===== src/rtl/uart_frame_tx_pkg.sv =====
// Shared types for the configurable UART frame transmitter.
package uart_frame_tx_pkg;

    // Parity selection as presented on cfg_parity.
    typedef enum logic [1:0] {
        PAR_NONE = 2'b00,
        PAR_EVEN = 2'b01,
        PAR_ODD  = 2'b10,
        PAR_ZERO = 2'b11
    } parity_mode_e;

    // Frame sequencer slots.
    typedef enum logic [2:0] {
        ST_IDLE,
        ST_START,
        ST_CHAR,
        ST_PARITY,
        ST_STOP
    } tx_state_e;

    // Run-time frame format as captured at acceptance.
    typedef struct packed {
        logic         eight_bits;
        parity_mode_e parity;
        logic         two_stop;
        logic         msb_first;
        logic         invert;
    } frame_cfg_t;

endpackage


===== src/rtl/uart_tx_char_prep.sv =====
// Character preparation (combinational).
// Turns the offered character into a shift word that always leaves from bit 0,
// so the sequencer never needs to know the bit order. It also works out the
// parity bit over the active character bits and the index of the last
// character bit.
// Assumes: the short character mode is one bit narrower than DATA_W.
module uart_tx_char_prep
    import uart_frame_tx_pkg::*;
#(
    parameter int DATA_W = 8,
    localparam int IDX_W = $clog2(DATA_W)
) (
    input  logic [DATA_W-1:0] data,
    input  logic              eight_bits,
    input  logic              msb_first,
    input  parity_mode_e      parity,
    output logic [DATA_W-1:0] shift_word,
    output logic              parity_bit,
    output logic [IDX_W-1:0]  last_idx
);

    logic [DATA_W-1:0] act_mask;
    logic [DATA_W-1:0] masked;
    logic [DATA_W-1:0] rev_full;
    logic [DATA_W-1:0] rev_short;

    // Full-width mirror, used for MSB-first with the long character.
    for (genvar g = 0; g < DATA_W; g++) begin : g_rev_full
        assign rev_full[g] = data[DATA_W-1-g];
    end

    // Short mirror: the top active bit lands in bit 0, and the top slot stays 0.
    for (genvar g = 0; g < DATA_W-1; g++) begin : g_rev_short
        assign rev_short[g] = data[DATA_W-2-g];
    end
    assign rev_short[DATA_W-1] = 1'b0;

    // Active-bit mask and masked character.
    always_comb begin
        act_mask = '1;
        if (!eight_bits) act_mask[DATA_W-1] = 1'b0;
        masked = data & act_mask;
    end

    // Pick the shift word by bit order and character length.
    always_comb begin
        if (!msb_first)      shift_word = masked;
        else if (eight_bits) shift_word = rev_full;
        else                 shift_word = rev_short;
    end

    // Parity over the active bits only.
    always_comb begin
        unique case (parity)
            PAR_EVEN: parity_bit = ^masked;
            PAR_ODD:  parity_bit = ~(^masked);
            default:  parity_bit = 1'b0;
        endcase
    end

    // Index of the last character bit.
    always_comb begin
        last_idx = eight_bits ? IDX_W'(DATA_W-1) : IDX_W'(DATA_W-2);
    end

endmodule


===== src/rtl/uart_tx_bit_timer.sv =====
// Bit slot timer.
// Counts baud ticks while a frame runs and pulses bit_done on the tick that
// completes a slot. A clear (frame acceptance) restarts the count and takes
// priority over a tick in the same cycle.
// Assumes: TICKS_PER_BIT >= 2.
module uart_tx_bit_timer #(
    parameter int TICKS_PER_BIT = 16,
    localparam int CNT_W = $clog2(TICKS_PER_BIT)
) (
    input  logic clk,
    input  logic rst_n,
    input  logic clear,
    input  logic run,
    input  logic tick,
    output logic bit_done
);

    logic [CNT_W-1:0] cnt;
    logic             at_last;

    assign at_last  = (cnt == CNT_W'(TICKS_PER_BIT-1));
    assign bit_done = run && tick && at_last && !clear;

    // Tick counter within the current slot.
    always_ff @(posedge clk) begin
        if (!rst_n)           cnt <= '0;
        else if (clear)       cnt <= '0;
        else if (run && tick) cnt <= at_last ? '0 : cnt + CNT_W'(1);
    end

endmodule


===== src/rtl/uart_tx_sequencer.sv =====
// Frame sequencer.
// Captures the prepared character and the format on acceptance, then walks
// start, character, optional parity and stop slots, one slot per bit_done.
// Drives the raw (uninverted) slot level and holds the captured polarity.
// Assumes: accept is only raised while the sequencer is idle.
module uart_tx_sequencer
    import uart_frame_tx_pkg::*;
#(
    parameter int DATA_W = 8,
    localparam int IDX_W = $clog2(DATA_W)
) (
    input  logic              clk,
    input  logic              rst_n,
    input  logic              accept,
    input  logic [DATA_W-1:0] shift_word,
    input  logic              parity_bit,
    input  logic [IDX_W-1:0]  last_idx,
    input  logic              has_parity,
    input  logic              two_stop,
    input  logic              invert,
    input  logic              bit_done,
    output logic              busy,
    output logic              raw_bit,
    output logic              held_invert
);

    tx_state_e         state;
    logic [DATA_W-1:0] shreg;
    logic              par_q;
    logic [IDX_W-1:0]  last_q;
    logic [IDX_W-1:0]  idx;
    logic              has_par_q;
    logic              two_stop_q;
    logic              stop_idx;

    assign busy = (state != ST_IDLE);

    // Slot walk and format capture.
    always_ff @(posedge clk) begin
        if (!rst_n) begin
            state       <= ST_IDLE;
            shreg       <= '0;
            par_q       <= 1'b0;
            last_q      <= '0;
            idx         <= '0;
            has_par_q   <= 1'b0;
            two_stop_q  <= 1'b0;
            stop_idx    <= 1'b0;
            held_invert <= 1'b0;
        end else if (accept) begin
            state       <= ST_START;
            shreg       <= shift_word;
            par_q       <= parity_bit;
            last_q      <= last_idx;
            idx         <= '0;
            has_par_q   <= has_parity;
            two_stop_q  <= two_stop;
            stop_idx    <= 1'b0;
            held_invert <= invert;
        end else if (bit_done) begin
            unique case (state)
                ST_START: begin
                    state <= ST_CHAR;
                    idx   <= '0;
                end
                ST_CHAR: begin
                    shreg <= shreg >> 1;
                    if (idx == last_q) begin
                        state    <= has_par_q ? ST_PARITY : ST_STOP;
                        stop_idx <= 1'b0;
                    end else begin
                        idx <= idx + IDX_W'(1);
                    end
                end
                ST_PARITY: begin
                    state    <= ST_STOP;
                    stop_idx <= 1'b0;
                end
                ST_STOP: begin
                    if (stop_idx || !two_stop_q) state <= ST_IDLE;
                    else                         stop_idx <= 1'b1;
                end
                default: state <= ST_IDLE;
            endcase
        end
    end

    // Raw level for the current slot.
    always_comb begin
        unique case (state)
            ST_START:  raw_bit = 1'b0;
            ST_CHAR:   raw_bit = shreg[0];
            ST_PARITY: raw_bit = par_q;
            default:   raw_bit = 1'b1;
        endcase
    end

endmodule


===== src/rtl/uart_frame_tx.sv =====
// Configurable UART frame transmitter (top).
// Accepts a character over valid/ready, captures the run-time format, and
// serializes start, character, optional parity and stop bits at
// TICKS_PER_BIT baud ticks per slot. The idle level follows the live polarity
// input. The in-frame level follows the polarity captured at acceptance.
// Assumes: baud_tick is a single-cycle strobe synchronous to clk.
module uart_frame_tx
    import uart_frame_tx_pkg::*;
#(
    parameter int DATA_W        = 8,
    parameter int TICKS_PER_BIT = 16,
    localparam int IDX_W = $clog2(DATA_W)
) (
    input  logic              clk,
    input  logic              rst_n,
    input  logic              baud_tick,
    input  logic              in_valid,
    output logic              in_ready,
    input  logic [DATA_W-1:0] in_data,
    input  logic              cfg_eight_bits,
    input  logic [1:0]        cfg_parity,
    input  logic              cfg_two_stop,
    input  logic              cfg_msb_first,
    input  logic              cfg_invert,
    output logic              busy,
    output logic              tx_line
);

    frame_cfg_t        cfg_now;
    logic              accept;
    logic [DATA_W-1:0] shift_word;
    logic              parity_bit;
    logic [IDX_W-1:0]  last_idx;
    logic              bit_done;
    logic              raw_bit;
    logic              held_invert;

    // Gather the live format inputs into one record.
    always_comb begin
        cfg_now.eight_bits = cfg_eight_bits;
        cfg_now.parity     = parity_mode_e'(cfg_parity);
        cfg_now.two_stop   = cfg_two_stop;
        cfg_now.msb_first  = cfg_msb_first;
        cfg_now.invert     = cfg_invert;
    end

    assign in_ready = !busy;
    assign accept   = in_valid && in_ready;

    uart_tx_char_prep #(.DATA_W(DATA_W)) i_prep (
        .data       (in_data),
        .eight_bits (cfg_now.eight_bits),
        .msb_first  (cfg_now.msb_first),
        .parity     (cfg_now.parity),
        .shift_word (shift_word),
        .parity_bit (parity_bit),
        .last_idx   (last_idx)
    );

    uart_tx_bit_timer #(.TICKS_PER_BIT(TICKS_PER_BIT)) i_timer (
        .clk      (clk),
        .rst_n    (rst_n),
        .clear    (accept),
        .run      (busy),
        .tick     (baud_tick),
        .bit_done (bit_done)
    );

    uart_tx_sequencer #(.DATA_W(DATA_W)) i_seq (
        .clk         (clk),
        .rst_n       (rst_n),
        .accept      (accept),
        .shift_word  (shift_word),
        .parity_bit  (parity_bit),
        .last_idx    (last_idx),
        .has_parity  (cfg_now.parity != PAR_NONE),
        .two_stop    (cfg_now.two_stop),
        .invert      (cfg_now.invert),
        .bit_done    (bit_done),
        .busy        (busy),
        .raw_bit     (raw_bit),
        .held_invert (held_invert)
    );

    // Apply polarity: captured during a frame, live while idle.
    always_comb begin
        tx_line = raw_bit ^ (busy ? held_invert : cfg_invert);
    end

endmodule


===== config.mk =====
export PLATFORM = sky130hd
export DESIGN_NAME = uart_frame_tx
export DESIGN_NICKNAME = d
export VERILOG_FILES = /design/src/rtl/uart_frame_tx_pkg.sv /design/src/rtl/uart_tx_char_prep.sv /design/src/rtl/uart_tx_bit_timer.sv /design/src/rtl/uart_tx_sequencer.sv /design/src/rtl/uart_frame_tx.sv
export SDC_FILE = /design/constraint.sdc
export NUM_CORES = 1
export LEC_CHECK = 0
export BUFFER_PORTS_ARGS = -buffer_cell sky130_fd_sc_hd__buf_2
export CAP_MARGIN = 20
export CORE_ASPECT_RATIO = 1.2
export CORE_UTILIZATION = 55
export CTS_BUF_LIST = sky130_fd_sc_hd__clkbuf_16
export DETAILED_ROUTE_END_ITERATION = 12
export PLACE_DENSITY = 0.76
export SETUP_SLACK_MARGIN = 0.02
export SLEW_MARGIN = 20
export SYNTH_ARGS = -nofsm -noshare
export SYNTH_HDL_FRONTEND = slang
export SYNTH_HIERARCHICAL = 1
export SYNTH_SLANG_ARGS = --single-unit

===== constraint.sdc =====
create_clock -name clk -period 3.5 [get_ports clk]
set_input_delay 0.35 -clock clk [delete_from_list [all_inputs] [get_ports clk]]
set_output_delay 0.35 -clock clk [all_outputs]
set_load 0.01 [all_outputs]

==> impl_metrics.csv, run 1 <==
group,metric,value,unit
run_status,status,"completed",
layout,drive_gt1_frac,0.158,
global_route,grt_pass1_wl,5960,µm
logic_synthesis,syn-cell-area,1620,µm²
power_and_ir_drop,p_total,0.778,mW
setup_path,cp-start-kind,"flip-flop",
place,routabilityCongestion,0.956,
layout,diodes,0,
logic_synthesis,async_flop_share,0,
floorplan,io_pins,21,
sta,timing.final.crit_share,0.827,
clock_network,hold_buffers,0,
sta,fin_worst_skew,0.00429,ns
routing,drcViolationCount,0,
setup_path,arrival,3.05,ns
sta,worstMarginPinSlew,0.561,ns
global_route,overflow,0,
routing,wl,3470,µm
logic_synthesis,yosys-top-cells-area,"dfxtp_1, mux2i_1, a21oi_1, nor2b_1, nand2_1",
logic_synthesis,ys_seq_area_frac,0.321,
sta,max_slew_margin,0.625,
logic_synthesis,synth_top_area_share,0.321,
global_route,grt_max_degree,28,
floorplan,die_w,51.6,µm
logic_synthesis,synth-edff-count,0,
routing,firstDrtPassIters,4,
clock_network,cts_tree,"done",
sta,slew_violations,0,
routing,vias,1363,
setup_path,reg2reg_from,"i_seq/state[2]",
setup_path,cp_top_family,"simple AND/OR/NAND/NOR gates",
clock_network,clockRootBuffer,"clkbuf_16",
clock_network,clkLatencyLatePin,0.26,ns
floorplan,rows,21,
routing,ant_nets,0,
place,pre_cts_ws,0.651,ns
setup_path,rrSetupSlack,0.61,ns
setup_path,path_buf_inv,2,
global_route,grt_usage,0.252,
place,numPortBuffers,20,
min_path,min_to,"i_seq/two_stop_q",
sta,rsz0062_at_grt,"false",
routing,avgViaCountPerCell,5.78,
logic_synthesis,syn_area_per_cell,8.54,µm²
power_and_ir_drop,leakagePower,0.708,nW
clock_network,cts_sinks,26,
min_path,holdCritStartpoint,"cfg_two_stop",
routing,wl_per_cell,14.7,µm
floorplan,die_y,61.5,µm
clock_network,cts_buffers,3,
setup_path,crit_fanout,27,
power_and_ir_drop,ir_worst_vdd,0.000267,V
floorplan,start_util,0.583,
logic_synthesis,ys_ff_latch,26,
layout,nets,223,
logic_synthesis,yosysUniqueCellTypes,44,
setup_path,r2r-end,"i_seq/shreg[4]",
sta,clock.fmax,346,MHz
global_route,grt_pass1_vias,1324,
sta,hold_viol_final,0,
min_path,hold_depth,3,
flow_run,cap_violations,0,
logic_synthesis,synthFlopType,"dfxtp_1",
setup_path,crit_slowest_cell,"dfxtp_1",
logic_synthesis,yosysTopAreaCell,"dfxtp_1",
setup_path,slowest_delay,0.52,ns
sta,fin_setup_tns,0,ns
floorplan,die_area,3170,µm²
place,dpl.hpwl,2500,µm
sta,setup_viol,0,
clock_network,cts_setup_buffers,0,
logic_synthesis,yosysWarnings,6,
setup_path,crit_path_cell_trace,"inv_1, nand2_1, and2b_2, nor3_1, buf_4, and4bb_2, mux2i_1, o21ai_1, and2_1",
min_path,hp-class,"primary input to flip-flop",
layout,final_core_util,0.647,
clock_network,htreeDepth,1,
clock_network,clock_path_buffers,2,
setup_path,cp.required,3.66,ns
routing,first_iter_violations,33,
layout,area_growth,11.0,%
clock_network,cts.reportedPaths.clkPinSlew,0.07,ns
floorplan,core_area,2790,µm²
global_route,antenna_found_initial,0,
power_and_ir_drop,p_per_area,432,nW/µm²
setup_path,crit_type,"flip-flop to flip-flop",
sta,min_period,2.89,ns
sta,fin_ws,0.606,ns
setup_path,cp-end-kind,"flip-flop",
clock_network,cts_resized,0,
setup_path,r2r_cells,9,
logic_synthesis,synthCells,190,
-- layout make-up --
class	instances	area, µm²
Multi-Input combinational cell	145	1000
Clock inverter	1	30.0
Timing Repair Buffer	21	108
Sequential cell	26	520
Clock buffer	3	75.1
Tap cell	34	42.5
Fill cell	255	983
Inverter	6	22.5
-- cells by family after synthesis --
family / share of synthesized area
AOI/OAI and AO/OA: 0.148
other: 0.00231
muxes: 0.143
DFF: 0.321
xor gates and xnor gates: 0.0732
and+or+nand+nor: 0.234
adders and majority gates: 0.0154
buffers and inverters: 0.0632
-- synthesized netlist by cell type (all sizes together), types with 6 or more instances --
cell type,n
a21oi,14
and2,7
buf,9
dfxtp,26
inv,6
mux2i,22
nand2,15
nand3,7
nor2,9
nor2b,9
o21ai,12
xor2,6
-- worst reg2reg max path: cells and delay by family, from the launching register on --
kind | cells | cell delay (ns)
AO/OA/AOI/OAI | 1 | 0.10
buffers and inverters | 2 | 0.34
flip-flops | 1 | 0.52
multiplexers | 1 | 0.28
AND/OR/NAND/NOR | 5 | 1.55
-- cell usage in the layout, fill, tap and decap left out, types with 6 or more instances in the layout --
cell type  instances
a21oi_1           14
o21ai_1            6
mux2i_1           22
xor2_1             6
and2_1             7
o21ai_0            6
dfxtp_1           26
nor2b_1            9
nand2_1           14
nor2_1             9
nand3_1            7
buf_2             20
-- stage by stage --
| step | instance area (µm²) | hold slack, ns | instances |
|---|---|---|---|
| after CTS | 1800 | 0.368 | 236 |
| after global placement | 1700 | 0.477 | 232 |
| after global routing | 1800 | 0.377 | 236 |
| after floorplan | 1630 | 0.458 | 191 |
| final | 1800 | 0.366 | 236 |
| after detailed placement | 1700 | 0.491 | 232 |
-- per-layer routing --
metal  track usage  vias up  part of all wire
met5             0        -                 0
met4         0.127        0             0.026
met3        0.0346       11             0.028
met2         0.481       39              0.54
met1         0.270      623              0.40
li1              -      690                 -
-- power breakdown --
group	total, mW	leakage [nW]	internal (mW)	switching, mW
registers	0.321	0.212	0.310	0.0115
clock network	0.330	0.0511	0.228	0.103
logic	0.127	0.444	0.0583	0.0683
total	0.778	0.708	0.596	0.183
-- worst max path at each step --
stage,startpoint,to,slack [ns],cells after the start
after CTS,i_seq/state[2],i_seq/shreg[4],0.62,9
after detailed placement,i_seq/state[2],i_seq/shreg[4],0.65,9
after global routing,i_seq/state[2],i_seq/shreg[4],0.39,9
final,i_seq/state[2],i_seq/shreg[4],0.61,9
after floorplan,i_seq/state[2],i_seq/shreg[1],1.05,10
after global placement,i_seq/state[2],i_seq/shreg[2],0.82,9
-- registers in the layout, summed over array words and instances (netlist names) --
| name | cells |
|---|---|
| i_seq/stop_idx | 1 |
| i_seq/par_q | 1 |
| i_seq/idx | 3 |
| i_timer/cnt | 4 |
| i_seq/has_par_q | 1 |
| i_seq/shreg | 8 |
| i_seq/two_stop_q | 1 |
| i_seq/held_invert | 1 |
| i_seq/state | 3 |
| i_seq/last_q | 3 |
(Power assumes the default switching activity.)
==> run 2, diff against run 1 <==
ABC_AREA = 1   (was not set)
CORE_UTILIZATION = 52   (was 55)
PLACE_DENSITY = 0.75   (was 0.76)
clock period = 2.62 ns   (was 3.5 ns; I/O delays follow)
==> run 2 against run 1 <==
Against the previous run:
- worst setup slack worse by 0.084 ns
- synthesized cell count rose by 46%
- die area rose by 12%
- clock skew is 0.0017 ns lower
- combinational power grew 26%
- total power grew 18%
- register-to-register slack lost 0.08 ns
- fmax rose by 38%
- worst hold slack got worse by 0.096 ns
- count of clock-buffer cells in the layout stayed put
- non-clock buffer count up 1
- global-route usage fell by 2.0 points
- critical path type unchanged
- highest routed layer unchanged
==> impl_metrics.csv, run 2 <==
group,metric,value,unit
setup_path,arrival,2.24,ns
setup_path,crit_slowest_cell,"clkinv_1",
clock_network,cts_sinks,26,
clock_network,hold_buffers,0,
global_route,antenna_found_initial,0,
sta,worstMarginPinSlew,0.514,ns
routing,first_iter_violations,35,
place,dpl.hpwl,2760,µm
power_and_ir_drop,ir_worst_vdd,0.000343,V
sta,hold_viol_final,0,
setup_path,crit_fanout,17,
logic_synthesis,synthFlopType,"dfxtp_1",
logic_synthesis,yosysUniqueCellTypes,36,
logic_synthesis,synthCells,278,
routing,vias,1704,
global_route,grt_max_degree,18,
layout,top_register,"i_seq/shreg",
sta,rsz0062_at_grt,"false",
logic_synthesis,async_flop_share,0,
logic_synthesis,yosys.cell_count.top_type,"nand2_1",
routing,firstDrtPassIters,4,
global_route,grt_pass1_wl,6080,µm
logic_synthesis,ys_ff_latch,26,
power_and_ir_drop,combPwrFrac,0.174,
place,routabilityCongestion,0.799,
logic_synthesis,synth-edff-count,0,
place,dp.cells,329,
floorplan,core_area,3110,µm²
sta,clock.fmax,477,MHz
logic_synthesis,ys_seq_area_frac,0.302,
power_and_ir_drop,p_total,0.920,mW
clock_network,cts.reportedPaths.clkPinSlew,0.06,ns
min_path,hp-class,"primary input to flip-flop",
sta,setup_viol,0,
routing,drcViolationCount,0,
floorplan,die_y,65.1,µm
setup_path,cp-start-kind,"flip-flop",
logic_synthesis,synth_common_cells,"nand2_1, nor2_1, dfxtp_1, inv_1, nand3_1",
routing,ant_nets,0,
logic_synthesis,syn-cell-area,1720,µm²
clock_network,clkLatencyLatePin,0.26,ns
clock_network,htreeDepth,1,
clock_network,cts_resized,0,
layout,final_cell_mix,"nand2_1, nor2_1, dfxtp_1, inv_1, buf_2",
sta,timing.final.crit_share,0.801,
setup_path,cp-end-kind,"flip-flop",
setup_path,crit_path_cell_trace,"inv_2, nand3_1, nor2_1, clkinv_1, nand2_4, inv_1, nand2_1, a31oi_1",
power_and_ir_drop,intPower,0.676,mW
floorplan,start_util,0.554,
power_and_ir_drop,clock_power_share,0.360,
flow_run,cap_violations,0,
clock_network,cts_tree,"done",
setup_path,crit_type,"flip-flop to flip-flop",
layout,diodes,0,
floorplan,die_w,54.6,µm
routing,wl_per_cell,10.7,µm
power_and_ir_drop,leakagePower,0.940,nW
run_status,status,"completed",
setup_path,cp.required,2.77,ns
floorplan,rows,22,
global_route,overflow,0,
sta,fin_setup_tns,0,ns
floorplan,io_pins,21,
power_and_ir_drop,p_per_area,480,nW/µm²
layout,layout_commonest_cell,"nand2_1",
logic_synthesis,yosysTopAreaCell,"dfxtp_1",
routing,avgViaCountPerCell,5.13,
place,place_area,1840,µm²
routing,wl,3540,µm
layout,layout.cells.non_filler,332,
place,numPortBuffers,20,
sta,fin_worst_skew,0.00256,ns
layout,nets,318,
power_and_ir_drop,power.switching,0.244,mW
clock_network,clock_path_buffers,2,
logic_synthesis,synth_top_area_share,0.302,
sta,min_period,2.10,ns
global_route,grt_pass1_vias,1499,
floorplan,die_area,3550,µm²
sta,slew_violations,0,
setup_path,slowest_delay,0.48,ns
logic_synthesis,syn_area_per_cell,6.20,µm²
layout,largest_reg_flops,8,
clock_network,cts_buffers,3,
layout,design_area,1920,µm²
layout,reg.largest.list,"i_seq/shreg: 8 flops, i_timer/cnt: 4 flops",
layout,drive_gt1_frac,0.166,
logic_synthesis,yosys-top-cells-area,"dfxtp_1, nand2_1, nor2_1, inv_1, nand3_1",
layout,area_growth,11.1,%
clock_network,cts_setup_buffers,0,
global_route,grt_usage,0.232,
power_and_ir_drop,switching_share,0.265,
clock_network,clockRootBuffer,"clkbuf_16",
logic_synthesis,yosysWarnings,6,
power_and_ir_drop,pwr-share-seq,0.466,
sta,max_slew_margin,0.655,
[run 2: worst paths after layout]
| check | cells after the start | slack, ns | end | start |
|---|---|---|---|---|
| setup / recovery | 8 | 0.52 | i_seq/shreg[2] | i_seq/state[0] |
| hold / removal | 3 | 0.27 | i_seq/held_invert | cfg_invert |
| setup reg to reg | 8 | 0.52 | i_seq/shreg[2] | i_seq/state[0] |
| hold reg to reg | 2 | 0.46 | i_seq/two_stop_q | i_seq/two_stop_q |
[run 2: per-layer routing]
layer	track usage	routed length, µm	vias to the layer above
met4	0.0962	69	0
met1	0.274	1660	732
met3	0.0352	114	5
met2	0.399	1690	43
met5	0	0	-
li1	-	-	924
[run 2: final cells by class]
class / instances / area [µm²]
Timing Repair Buffer: 22 / 115
Inverter: 33 / 124
Clock buffer: 3 / 75.1
Sequential cell: 26 / 520
Fill cell: 303 / 1190
Tap cell: 36 / 45.0
Multi-Input combinational cell: 212 / 1040
[run 2: power groups by stage]
stage | sequential [mW] | clock [mW] | combinational, mW
final | 0.429 | 0.331 | 0.160
after global routing | 0.431 | 0.353 | 0.186
after global placement | 0.437 | 0 | 0.158
after detailed placement | 0.437 | 0 | 0.161
after CTS | 0.428 | 0.337 | 0.161
after floorplan | 0.433 | 0 | 0.119
[run 2: through the flow]
stage / utilization / setup slack [ns] / hold slack [ns]
6_report: 0.616 / 0.522 / 0.270
3_3_place_gp: 0.592 / 0.666 / 0.443
5_1_grt: 0.616 / 0.279 / 0.291
3_5_place_dp: 0.592 / 0.565 / 0.454
2_1_floorplan: - / 0.674 / 0.397
4_1_cts: 0.616 / 0.540 / 0.275
[run 2: kinds of logic (layout without fill, tap and decap cells)]
group                      Yosys count  in the layout  share of synthesized area
and+or+nand+nor                    162            162                      0.414
AOI/OAI and AO/OA                   44             44                      0.158
buffers and inverters               41             58                     0.0994
DFF                                 26             26                      0.302
adders and majority gates            2              2                     0.0145
xor gates and xnor gates             2              2                     0.0102
other                                1              2                    0.00217
[run 2: worst max-delay path, delay by kind of cell (launching register included)]
kind / cells / cell delay, ns
flip-flops: 1 / 0.39
AND/OR/NAND/NOR: 4 / 0.81
buffers and inverters: 3 / 0.73
AO/OA/AOI/OAI: 1 / 0.07
